## src/rtl/hf_drain_pkg.sv

```systemverilog
package hf_drain_pkg;

   typedef enum logic [1:0] {
      ST_IDLE  = 2'd0,
      ST_ARMED = 2'd1,
      ST_BUSY  = 2'd2,
      ST_DONE  = 2'd3
   } drain_state_e;

   typedef enum logic [1:0] {
      PH_SETUP  = 2'd0,
      PH_STROBE = 2'd1,
      PH_HOLD   = 2'd2
   } rd_phase_e;

endpackage

```

## src/rtl/hf_sync_edge.sv

```systemverilog
module hf_sync_edge #(
   parameter int unsigned STAGES = 2
) (
   input  logic clk,
   input  logic rst_n,
   input  logic async_in,
   input  logic arm,
   output logic level,
   output logic rise
);

   logic [STAGES-1:0] chain_q;
   logic              level_d_q;

   generate
      if (STAGES < 2) begin : g_bad_stages
         $error("hf_sync_edge: STAGES must be at least 2");
      end
      for (genvar i = 0; i < STAGES; i++) begin : g_stage
         if (i == 0) begin : g_first
            always_ff @(posedge clk) begin
               if (!rst_n) chain_q[i] <= 1'b0;
               else        chain_q[i] <= async_in;
            end
         end else begin : g_next
            always_ff @(posedge clk) begin
               if (!rst_n) chain_q[i] <= 1'b0;
               else        chain_q[i] <= chain_q[i-1];
            end
         end
      end
   endgenerate

   always_ff @(posedge clk) begin
      if (!rst_n) level_d_q <= 1'b0;
      else        level_d_q <= chain_q[STAGES-1];
   end

   assign level = chain_q[STAGES-1];
   // edges seen while disarmed are dropped, never held for later
   assign rise  = arm & level & ~level_d_q;

   a_r2_rise_is_new_high: assert property (@(posedge clk) disable iff (!rst_n)
      rise |=> level_d_q);

endmodule

```

## src/rtl/hf_read_seq.sv

```systemverilog
module hf_read_seq
   import hf_drain_pkg::*;
#(
   parameter int unsigned SETUP_CYC  = 1,
   parameter int unsigned STROBE_CYC = 4,
   parameter int unsigned HOLD_CYC   = 2
) (
   input  logic clk,
   input  logic rst_n,
   input  logic run,
   output logic strobe,
   output logic capture,
   output logic elem_end
);

   localparam int unsigned CNT_W = $clog2(SETUP_CYC + STROBE_CYC + HOLD_CYC + 1);
   localparam logic [CNT_W-1:0] SET_LAST = CNT_W'(SETUP_CYC - 1);
   localparam logic [CNT_W-1:0] STB_LAST = CNT_W'(STROBE_CYC - 1);
   localparam logic [CNT_W-1:0] HLD_LAST = CNT_W'(HOLD_CYC - 1);

   generate
      if (SETUP_CYC < 1 || STROBE_CYC < 1 || HOLD_CYC < 1) begin : g_bad_phase
         $error("hf_read_seq: every phase needs at least one cycle");
      end
   endgenerate

   rd_phase_e        phase_q;
   logic [CNT_W-1:0] cnt_q;

   always_ff @(posedge clk) begin
      if (!rst_n || !run) begin
         phase_q <= PH_SETUP;
         cnt_q   <= '0;
      end else begin
         unique case (phase_q)
            PH_SETUP: begin
               if (cnt_q == SET_LAST) begin
                  phase_q <= PH_STROBE;
                  cnt_q   <= '0;
               end else cnt_q <= cnt_q + 1'b1;
            end
            PH_STROBE: begin
               if (cnt_q == STB_LAST) begin
                  phase_q <= PH_HOLD;
                  cnt_q   <= '0;
               end else cnt_q <= cnt_q + 1'b1;
            end
            default: begin
               if (cnt_q == HLD_LAST) begin
                  phase_q <= PH_SETUP;
                  cnt_q   <= '0;
               end else cnt_q <= cnt_q + 1'b1;
            end
         endcase
      end
   end

   assign strobe   = run && (phase_q == PH_STROBE);
   assign capture  = strobe && (cnt_q == STB_LAST);
   assign elem_end = run && (phase_q == PH_HOLD) && (cnt_q == HLD_LAST);

   a_r7_strobe_needs_run: assert property (@(posedge clk) disable iff (!rst_n)
      $rose(strobe) |-> $past(run));

endmodule

```

## src/rtl/hf_drain_ctrl.sv

```systemverilog
module hf_drain_ctrl
   import hf_drain_pkg::*;
#(
   parameter int unsigned DATA_W      = 32,
   parameter int unsigned FIFO_DEPTH  = 256,
   parameter int unsigned BURSTS      = 8,
   parameter int unsigned ADDR_W      = 16,
   parameter logic [ADDR_W-1:0] FIFO_LOC = '0,
   parameter logic [ADDR_W-1:0] BUF_BASE = '0,
   parameter int unsigned SETUP_CYC   = 1,
   parameter int unsigned STROBE_CYC  = 4,
   parameter int unsigned HOLD_CYC    = 2,
   parameter int unsigned SYNC_STAGES = 2
) (
   input  logic              clk,
   input  logic              rst_n,
   input  logic              start,
   input  logic              hf_async,
   input  logic [DATA_W-1:0] fifo_rdata,
   output logic [ADDR_W-1:0] fifo_addr,
   output logic              fifo_cs,
   output logic              fifo_re,
   output logic [ADDR_W-1:0] buf_addr,
   output logic [DATA_W-1:0] buf_wdata,
   output logic              buf_we,
   output logic              done
);

   localparam int unsigned BURST_LEN = FIFO_DEPTH / 2;
   localparam int unsigned ELEM_W    = $clog2(BURST_LEN + 1);
   localparam int unsigned BURST_W   = $clog2(BURSTS + 1);
   localparam int unsigned RUN_W     = $clog2(STROBE_CYC + 2);

   generate
      if (FIFO_DEPTH < 2 || (FIFO_DEPTH % 2) != 0) begin : g_bad_depth
         $error("hf_drain_ctrl: FIFO_DEPTH must be even and at least 2");
      end
      if (BURSTS < 1) begin : g_bad_bursts
         $error("hf_drain_ctrl: BURSTS must be at least 1");
      end
      if (ADDR_W < 2) begin : g_bad_addr
         $error("hf_drain_ctrl: ADDR_W too small");
      end
   endgenerate

   drain_state_e        state_q;
   logic [BURST_W-1:0]  burst_left_q;
   logic [ELEM_W-1:0]   elem_left_q;
   logic [ADDR_W-1:0]   addr_q;
   logic [DATA_W-1:0]   wdata_q;
   logic                we_q;

   logic hf_level, hf_rise;
   logic busy, strobe, capture, elem_end;
   logic last_elem, last_burst;

   assign busy = (state_q == ST_BUSY);

   hf_sync_edge #(.STAGES(SYNC_STAGES)) i_sync (
      .clk      (clk),
      .rst_n    (rst_n),
      .async_in (hf_async),
      .arm      (state_q == ST_ARMED),
      .level    (hf_level),
      .rise     (hf_rise)
   );

   hf_read_seq #(
      .SETUP_CYC  (SETUP_CYC),
      .STROBE_CYC (STROBE_CYC),
      .HOLD_CYC   (HOLD_CYC)
   ) i_seq (
      .clk      (clk),
      .rst_n    (rst_n),
      .run      (busy),
      .strobe   (strobe),
      .capture  (capture),
      .elem_end (elem_end)
   );

   assign last_elem  = (elem_left_q == ELEM_W'(1));
   assign last_burst = (burst_left_q == BURST_W'(1));

   always_ff @(posedge clk) begin
      if (!rst_n) begin
         state_q      <= ST_IDLE;
         burst_left_q <= '0;
         elem_left_q  <= ELEM_W'(BURST_LEN);
         addr_q       <= BUF_BASE;
         wdata_q      <= '0;
         we_q         <= 1'b0;
      end else begin
         we_q <= 1'b0;
         if (we_q) addr_q <= addr_q + 1'b1;
         if (capture) begin
            we_q    <= 1'b1;
            wdata_q <= fifo_rdata;
         end
         unique case (state_q)
            ST_BUSY: begin
               if (elem_end) begin
                  if (last_elem) begin
                     elem_left_q  <= ELEM_W'(BURST_LEN);
                     burst_left_q <= burst_left_q - 1'b1;
                     if (last_burst)    state_q <= ST_DONE;
                     else if (hf_level) state_q <= ST_BUSY;
                     else               state_q <= ST_ARMED;
                  end else begin
                     elem_left_q <= elem_left_q - 1'b1;
                  end
               end
            end
            default: begin
               if (start) begin
                  state_q      <= ST_ARMED;
                  burst_left_q <= BURST_W'(BURSTS);
                  elem_left_q  <= ELEM_W'(BURST_LEN);
                  addr_q       <= BUF_BASE;
               end else if (hf_rise) begin
                  state_q <= ST_BUSY;
               end
            end
         endcase
      end
   end

   assign fifo_addr = FIFO_LOC;
   assign fifo_cs   = busy;
   assign fifo_re   = strobe;
   assign buf_addr  = addr_q;
   assign buf_wdata = wdata_q;
   assign buf_we    = we_q;
   assign done      = (state_q == ST_DONE);

   // independent run-length counter of the read strobe
   logic [RUN_W-1:0] re_run_q;
   always_ff @(posedge clk) begin
      if (!rst_n)       re_run_q <= '0;
      else if (fifo_re) re_run_q <= re_run_q + 1'b1;
      else              re_run_q <= '0;
   end

   a_r7_strobe_width: assert property (@(posedge clk) disable iff (!rst_n)
      $fell(fifo_re) |-> (re_run_q == RUN_W'(STROBE_CYC)));

   a_r7_re_inside_cs: assert property (@(posedge clk) disable iff (!rst_n)
      fifo_re |-> fifo_cs);

   a_r8_we_in_hold: assert property (@(posedge clk) disable iff (!rst_n)
      buf_we |-> (fifo_cs && !fifo_re && $past(fifo_re)));

   a_r9_addr_step: assert property (@(posedge clk) disable iff (!rst_n)
      buf_we |=> (buf_addr == ($past(buf_addr) + ADDR_W'(1))));

   a_r3_burst_needs_edge: assert property (@(posedge clk) disable iff (!rst_n)
      $rose(fifo_cs) |-> $past(hf_rise));

   a_r4_back_to_back: assert property (@(posedge clk) disable iff (!rst_n)
      (elem_end && last_elem && !last_burst && hf_level) |=> fifo_cs);

   a_r5_wait_edge: assert property (@(posedge clk) disable iff (!rst_n)
      (elem_end && last_elem && !hf_level) |=> !fifo_cs);

   a_r11_quiet_done: assert property (@(posedge clk) disable iff (!rst_n)
      done |-> (!fifo_cs && !buf_we));

endmodule

```

## config.mk

```make
export PLATFORM = sky130hd
export DESIGN_NAME = hf_drain_ctrl
export DESIGN_NICKNAME = d
export VERILOG_FILES = /design/src/rtl/hf_drain_pkg.sv /design/src/rtl/hf_sync_edge.sv /design/src/rtl/hf_read_seq.sv /design/src/rtl/hf_drain_ctrl.sv
export SDC_FILE = /design/constraint.sdc
export NUM_CORES = 1
export LEC_CHECK = 0
export ABC_AREA = 1
export ABC_CLOCK_PERIOD_IN_PS = 2300
export BUFFER_PORTS_ARGS = -buffer_cell sky130_fd_sc_hd__buf_4
export CORE_MARGIN = 4
export CORE_UTILIZATION = 53
export CTS_BUF_LIST = sky130_fd_sc_hd__clkbuf_4
export CTS_CLUSTER_SIZE = 25
export DETAILED_ROUTE_END_ITERATION = 8
export PLACE_DENSITY = 0.85
export SLEW_MARGIN = 25
export SYNTH_ARGS = -nofsm -noshare
export SYNTH_HDL_FRONTEND = slang
export SYNTH_SLANG_ARGS = --single-unit
```

## constraint.sdc

```tcl
create_clock -name clk -period 2.3 [get_ports clk]
set_clock_uncertainty 0.15 [all_clocks]
set_input_delay 0.345 -clock clk [delete_from_list [all_inputs] [get_ports clk]]
set_output_delay 0.345 -clock clk [all_outputs]
set_load 0.1 [all_outputs]
```

==> impl_metrics.toml, run 1 <==
[cells_and_area]
layout_commonest_cell = "nand2_1"
area_growth_pct = 23.9
instances_no_fill = 620
drive_gt1_frac = 0.235
final_cell_mix = "103 x nand2_1, 94 x buf_4, 71 x dfxtp_1"
antenna_cells = 0
finalNetCount = 586
post-route-util = 0.686

[yosys]
ys_types = 33
ys_warn_count = 0
ys_seq_elements = 71
synth_area_per_cell_um2 = 7.37
synthCells = 453
synth_top_area_cell = "dfxtp_1"
synth_top_area_frac = 0.426
synth_area_mm2 = 0.00334
ys_seq_area_frac = 0.426
synth_area_leaders = "dfxtp_1 43%, nand2_1 12%, a21oi_1 8.4%, nand3_1 7.2%, inv_1 4.8%"

[sta]
slew_viol_final = 0
rsz0062_at_grt = "no"
max_freq_mhz = 466
setup_viol = 0
fin_crit_sh = 0.933
setup_ws_ps = 155
setup_tns_ps = 0
timing.final.hold_violations = 0
period_minus_slack_ps = 2150
whs_ps = 64.9

[critical_path]
path_class = "register to primary output"
required_ps = 1800
critical_path.max_fanout = 13
end_kind = "primary output"
arrival_ps = 1650
startpoint_type = "register"

[floorplan]
row_count = 28
initial_core_util = 0.554
dieArea_mm2 = 0.00763
die_width_um = 87.4
fp.coreArea_mm2 = 0.00603
pin_count = 104
die_h_um = 87.4

[min_path]
min_path_type = "input port to register"

[clocking]
htreeDepth = 3
cts_tree = "built"
clk_latency_ps = 380
cts.sinks = 71
post_cts_resize_count = 0
cts_buffers = 9
postCtsSetupBuffers = 0
hold_buffers = 1
cts_root_buf = "clkbuf_4"
clk_path_buf_depth = 2
clkTransAtPathRegs_ps = 130

[placed_design]
pre_cts_ws_ps = 539
dp_cells = 603
gp_congestion = 0.812
dp_hpwl_mm = 5.58
io_buffers = 87

[global_route]
grt_pass1_wl_mm = 12.6
grt_pass1_vias = 3029
antenna_found_initial = 0
grt_max_degree = 25
track_usage = 0.202
overflow = 0

[power_and_ir_drop]
pwr-share-clk = 0.289
p_seq_frac = 0.474
p_int_uw = 1820
p_per_area_mw_per_mm2 = 676
switchingPower_uw = 971
leakagePower_uw = 0.00180
switching_share = 0.347
power_frac_comb = 0.237
peakVddDrop_uv = 332

[routing]
drt_first_pass_iters = 4
num_vias = 3123
routed_via_density = 5.04
final_antenna_net_count = 0
drt-total-wl_mm = 7.45
drc = 0
drt-wirelength-per-cell_um = 12.0
drt-initial-drc-count = 165

[run_status]
status = "finished, final reports clean"

[job]
max_cap_viol_count = 0
## cell families after synthesis
logic type / count (synthesis) / share of synthesized area
AOI/OAI and AO/OA: 68 / 0.108
xor gates and xnor gates: 4 / 0.0105
adders and majority gates: 10 / 0.0375
buffers and inverters: 79 / 0.114
DFF: 71 / 0.426
other: 1 / 0.00112
and+or+nand+nor: 220 / 0.303
## worst paths after layout
check / depth (start not counted) / to / slack, ps / startpoint
worst max register to register: 5 / buf_wdata[10]$_SDFFE_PN0P_ / 530 / i_seq.cnt_q[0]$_SDFF_PP0_
worst min register to register: 2 / i_sync.level$_SDFF_PN0_ / 280 / i_sync.chain_q[0]$_SDFF_PN0_
worst min-delay path: 3 / buf_wdata[16]$_SDFFE_PN0P_ / 60 / fifo_rdata[16]
worst max-delay path: 3 / fifo_re / 150 / state_q[1]$_SDFFE_PN0P_
## through the flow
step | power (uW) | instance area [um2]
CTS | 2800 | 4140
finish | 2790 | 4140
detailed placement | 2010 | 3980
global route | 2950 | 4140
floorplan | 1900 | 3390
global placement | 1990 | 3980
## layer usage
metal  share of wire  global-route usage  routed length (um)
met5               0                   0                   0
met4          0.0074              0.0697                  55
met3           0.077              0.0681                 572
met2            0.48               0.340                3600
met1            0.43               0.239                3220
## Yosys cell counts, drive strengths merged
| library cell | n |
|---|---|
| a21oi | 56 |
| a31oi | 1 |
| and3 | 2 |
| buf | 27 |
| clkbuf | 7 |
| conb | 1 |
| dfxtp | 71 |
| ha | 10 |
| inv | 45 |
| nand2 | 111 |
| nand3 | 48 |
| nand3b | 4 |
| nand4 | 5 |
| nor2 | 39 |
| nor3 | 7 |
| nor3b | 2 |
| o211ai | 1 |
| o21a | 2 |
| o21ai | 7 |
| o22ai | 1 |
| or2 | 2 |
| xnor2 | 1 |
| xor2 | 3 |
## power groups by stage
stage / sequential [uW] / combinational [uW] / clock (uW)
final: 1320 / 663 / 807
after global routing: 1330 / 737 / 880
after CTS: 1320 / 663 / 818
after detailed placement: 1350 / 658 / 0
after global placement: 1350 / 645 / 0
after floorplan: 1340 / 560 / 0
## registers in the layout, indices dropped and copies added, names as in the netlist
register / count
i_seq.cnt_q: 3
buf_addr: 16
buf_wdata: 32
elem_left_q: 8
i_sync.level_d_q: 1
buf_we: 1
i_sync.chain_q: 1
burst_left_q: 4
i_seq.phase_q: 2
i_sync.level: 1
state_q: 2
## area by class of cell
class	instances	area, um2
well taps	75	93.8
multi-input cells	318	1590
flip-flops and latches	71	1420
fillers	491	1890
inverters	45	169
clock buffers	10	75.1
repair buffers	95	716
clock inverters	6	67.6
## worst max-delay path, stage by stage, from the launching register on
cell and delay, ps:
dfxtp_1 450, nand2_4 150, nor2_4 310, buf_4 360
Power figures use the tool's default switching activity.
==> run 2, diff against run 1 <==
--- a/config.mk
+++ b/config.mk
@@ -6,14 +6,15 @@
 export NUM_CORES = 1
 export LEC_CHECK = 0
 export ABC_AREA = 1
-export ABC_CLOCK_PERIOD_IN_PS = 2300
-export BUFFER_PORTS_ARGS = -buffer_cell sky130_fd_sc_hd__buf_4
+export ABC_CLOCK_PERIOD_IN_PS = 2200
 export CORE_MARGIN = 4
-export CORE_UTILIZATION = 53
+export CORE_UTILIZATION = 60
 export CTS_BUF_LIST = sky130_fd_sc_hd__clkbuf_4
 export CTS_CLUSTER_SIZE = 25
 export DETAILED_ROUTE_END_ITERATION = 8
-export PLACE_DENSITY = 0.85
+export DONT_BUFFER_PORTS = 1
+export PLACE_DENSITY = 0.79
+export SETUP_SLACK_MARGIN = 0.02
 export SLEW_MARGIN = 25
 export SYNTH_ARGS = -nofsm -noshare
 export SYNTH_HDL_FRONTEND = slang
==> constraint.sdc (replaced) <==
create_clock -name clk -period 2.2 [get_ports clk]
set_clock_uncertainty 0.15 [all_clocks]
set_input_delay 0.33 -clock clk [delete_from_list [all_inputs] [get_ports clk]]
set_output_delay 0.33 -clock clk [all_outputs]
set_load 0.1 [all_outputs]
==> impl_metrics.toml, run 2 (synthesis gave the netlist of run 1 again) <==
[run_status]
status = "finished, final reports clean"

[cells_and_area]
finalNetCount = 586
layout_commonest_cell = "nand2_1"
final_cell_mix = "103 x nand2_1, 69 x dfxtp_1, 60 x buf_4"
largest_reg_flops = 32
drive_gt1_frac = 0.178
nFillCells = 329
stdcell_area_mm2 = 0.00425
area_growth_pct = 27.2

[power_and_ir_drop]
peakVddDrop_uv = 871
p_per_area_mw_per_mm2 = 726
p_total_uw = 3080
leakagePower_uw = 0.00179

[sta]
period_minus_slack_ps = 1940
max_slew.worst_pin.slew_ps = 569
setup_viol = 0
max_freq_mhz = 514
fin_crit_sh = 0.884
slew_headroom = 0.620
timing.final.hold_violations = 0
setup_tns_ps = 0
whs_ps = 99.8
slew_viol_final = 0
rsz0062_at_grt = "no"

[clocking]
clkTransAtPathRegs_ps = 120
htreeDepth = 3
cts_buffers = 9
clk_latency_ps = 430
cts_root_buf = "clkbuf_4"
cts_tree = "built"
clk_path_buf_depth = 2
cts.sinks = 71

[floorplan]
die_h_um = 82.6
row_count = 26
initial_core_util = 0.637
dieArea_mm2 = 0.00682
pin_count = 104
die_width_um = 82.6
fp.coreArea_mm2 = 0.00524

[critical_path]
cp_slowest_cell = "dfxtp_1"
path_cells = "nand2_4, inv_2, buf_4"
arrival_ps = 1460
critical_path.max_fanout = 10
startpoint_type = "register"
required_ps = 1720
cp_slowest_stage_delay_ps = 450
r2r_start = "i_seq.phase_q[1]$_SDFFE_PP0P_"
path_class = "register to primary output"
startpoint = "state_q[1]$_SDFFE_PN0P_"
end_kind = "primary output"

[global_route]
overflow = 0
antenna_found_initial = 0
grt_pass1_vias = 3128
grt_pass1_wl_mm = 14.0
grt_max_degree = 25
track_usage = 0.272

[placed_design]
post_dp_cell_area_mm2 = 0.00372
gp_congestion = 0.865
io_buffers = 0
dp_hpwl_mm = 5.45

[routing]
drt-total-wl_mm = 9.22
final_antenna_net_count = 0
drt_first_pass_iters = 5
drt-wirelength-per-cell_um = 15.0
drc = 0
drt-initial-drc-count = 250
routed_via_density = 5.43
num_vias = 3343

[min_path]
min_from = "start"
min_path_type = "input port to register"

[job]
max_cap_viol_count = 0
run 2: cell count changes in the layout (fill, tap and decap cells not counted), sizes merged:
cell,delta
buf,-33
bufinv,+1
clkinv,-1
diode,+1
dlygate4sd3,+33
run 2: metal layers:
layer  global-route usage  routed length [um]
met5                    0                   0
met3               0.0575                 739
met4                0.170                 398
met1                0.294                3420
met2                0.481                4670
run 2: power by group:
| part | switching, uW | internal [uW] | total [uW] |
|---|---|---|---|
| combinational | 510 | 207 | 716 |
| sequential | 49.2 | 1340 | 1390 |
| clock | 499 | 481 | 980 |
| total | 1060 | 2030 | 3080 |
run 2: final timing paths:
| check | end | slack, ps | depth (start not counted) |
|---|---|---|---|
| worst max-delay path | fifo_cs | 260 | 3 |
| worst min-delay path | state_q[1]$_SDFFE_PN0P_ | 100 | 5 |
| worst max register to register | buf_wdata[24]$_SDFFE_PN0P_ | 320 | 9 |
| worst min register to register | i_sync.level$_SDFF_PN0_ | 300 | 2 |
run 2: area by class of cell:
cell class	instances	area, um2	share of cell area
well taps	70	87.6	0.0206
diodes	1	2.50	0.000589
repair buffers	95	802	0.189
clock buffers	10	75.1	0.0177
flip-flops and latches	71	1420	0.335
multi-input cells	318	1590	0.375
inverters	45	169	0.0398
clock inverters	6	92.6	0.0218
run 2: worst max-delay path, delay by kind of cell (launching register included):
kind | cells | cell delay [ps]
DFF | 1 | 450
buffers and inverters | 2 | 440
and+or+nand+nor | 1 | 150
run 2: through the flow:
step,util,std cells,setup WS [ps]
after CTS,0.806,613,59.9
after floorplan,-,468,13.0
after detailed placement,0.710,563,425
final,0.811,616,256
after global placement,0.710,563,486
after global routing,0.810,615,192
run 2: timing repair:
item / in CTS / in global routing
hold endpoints to repair: 41 / 0
buffers inserted: 0 / 2
gates resized for setup: 0 / 1
hold buffers: 34 / 0
setup endpoints to repair: 0 / 1
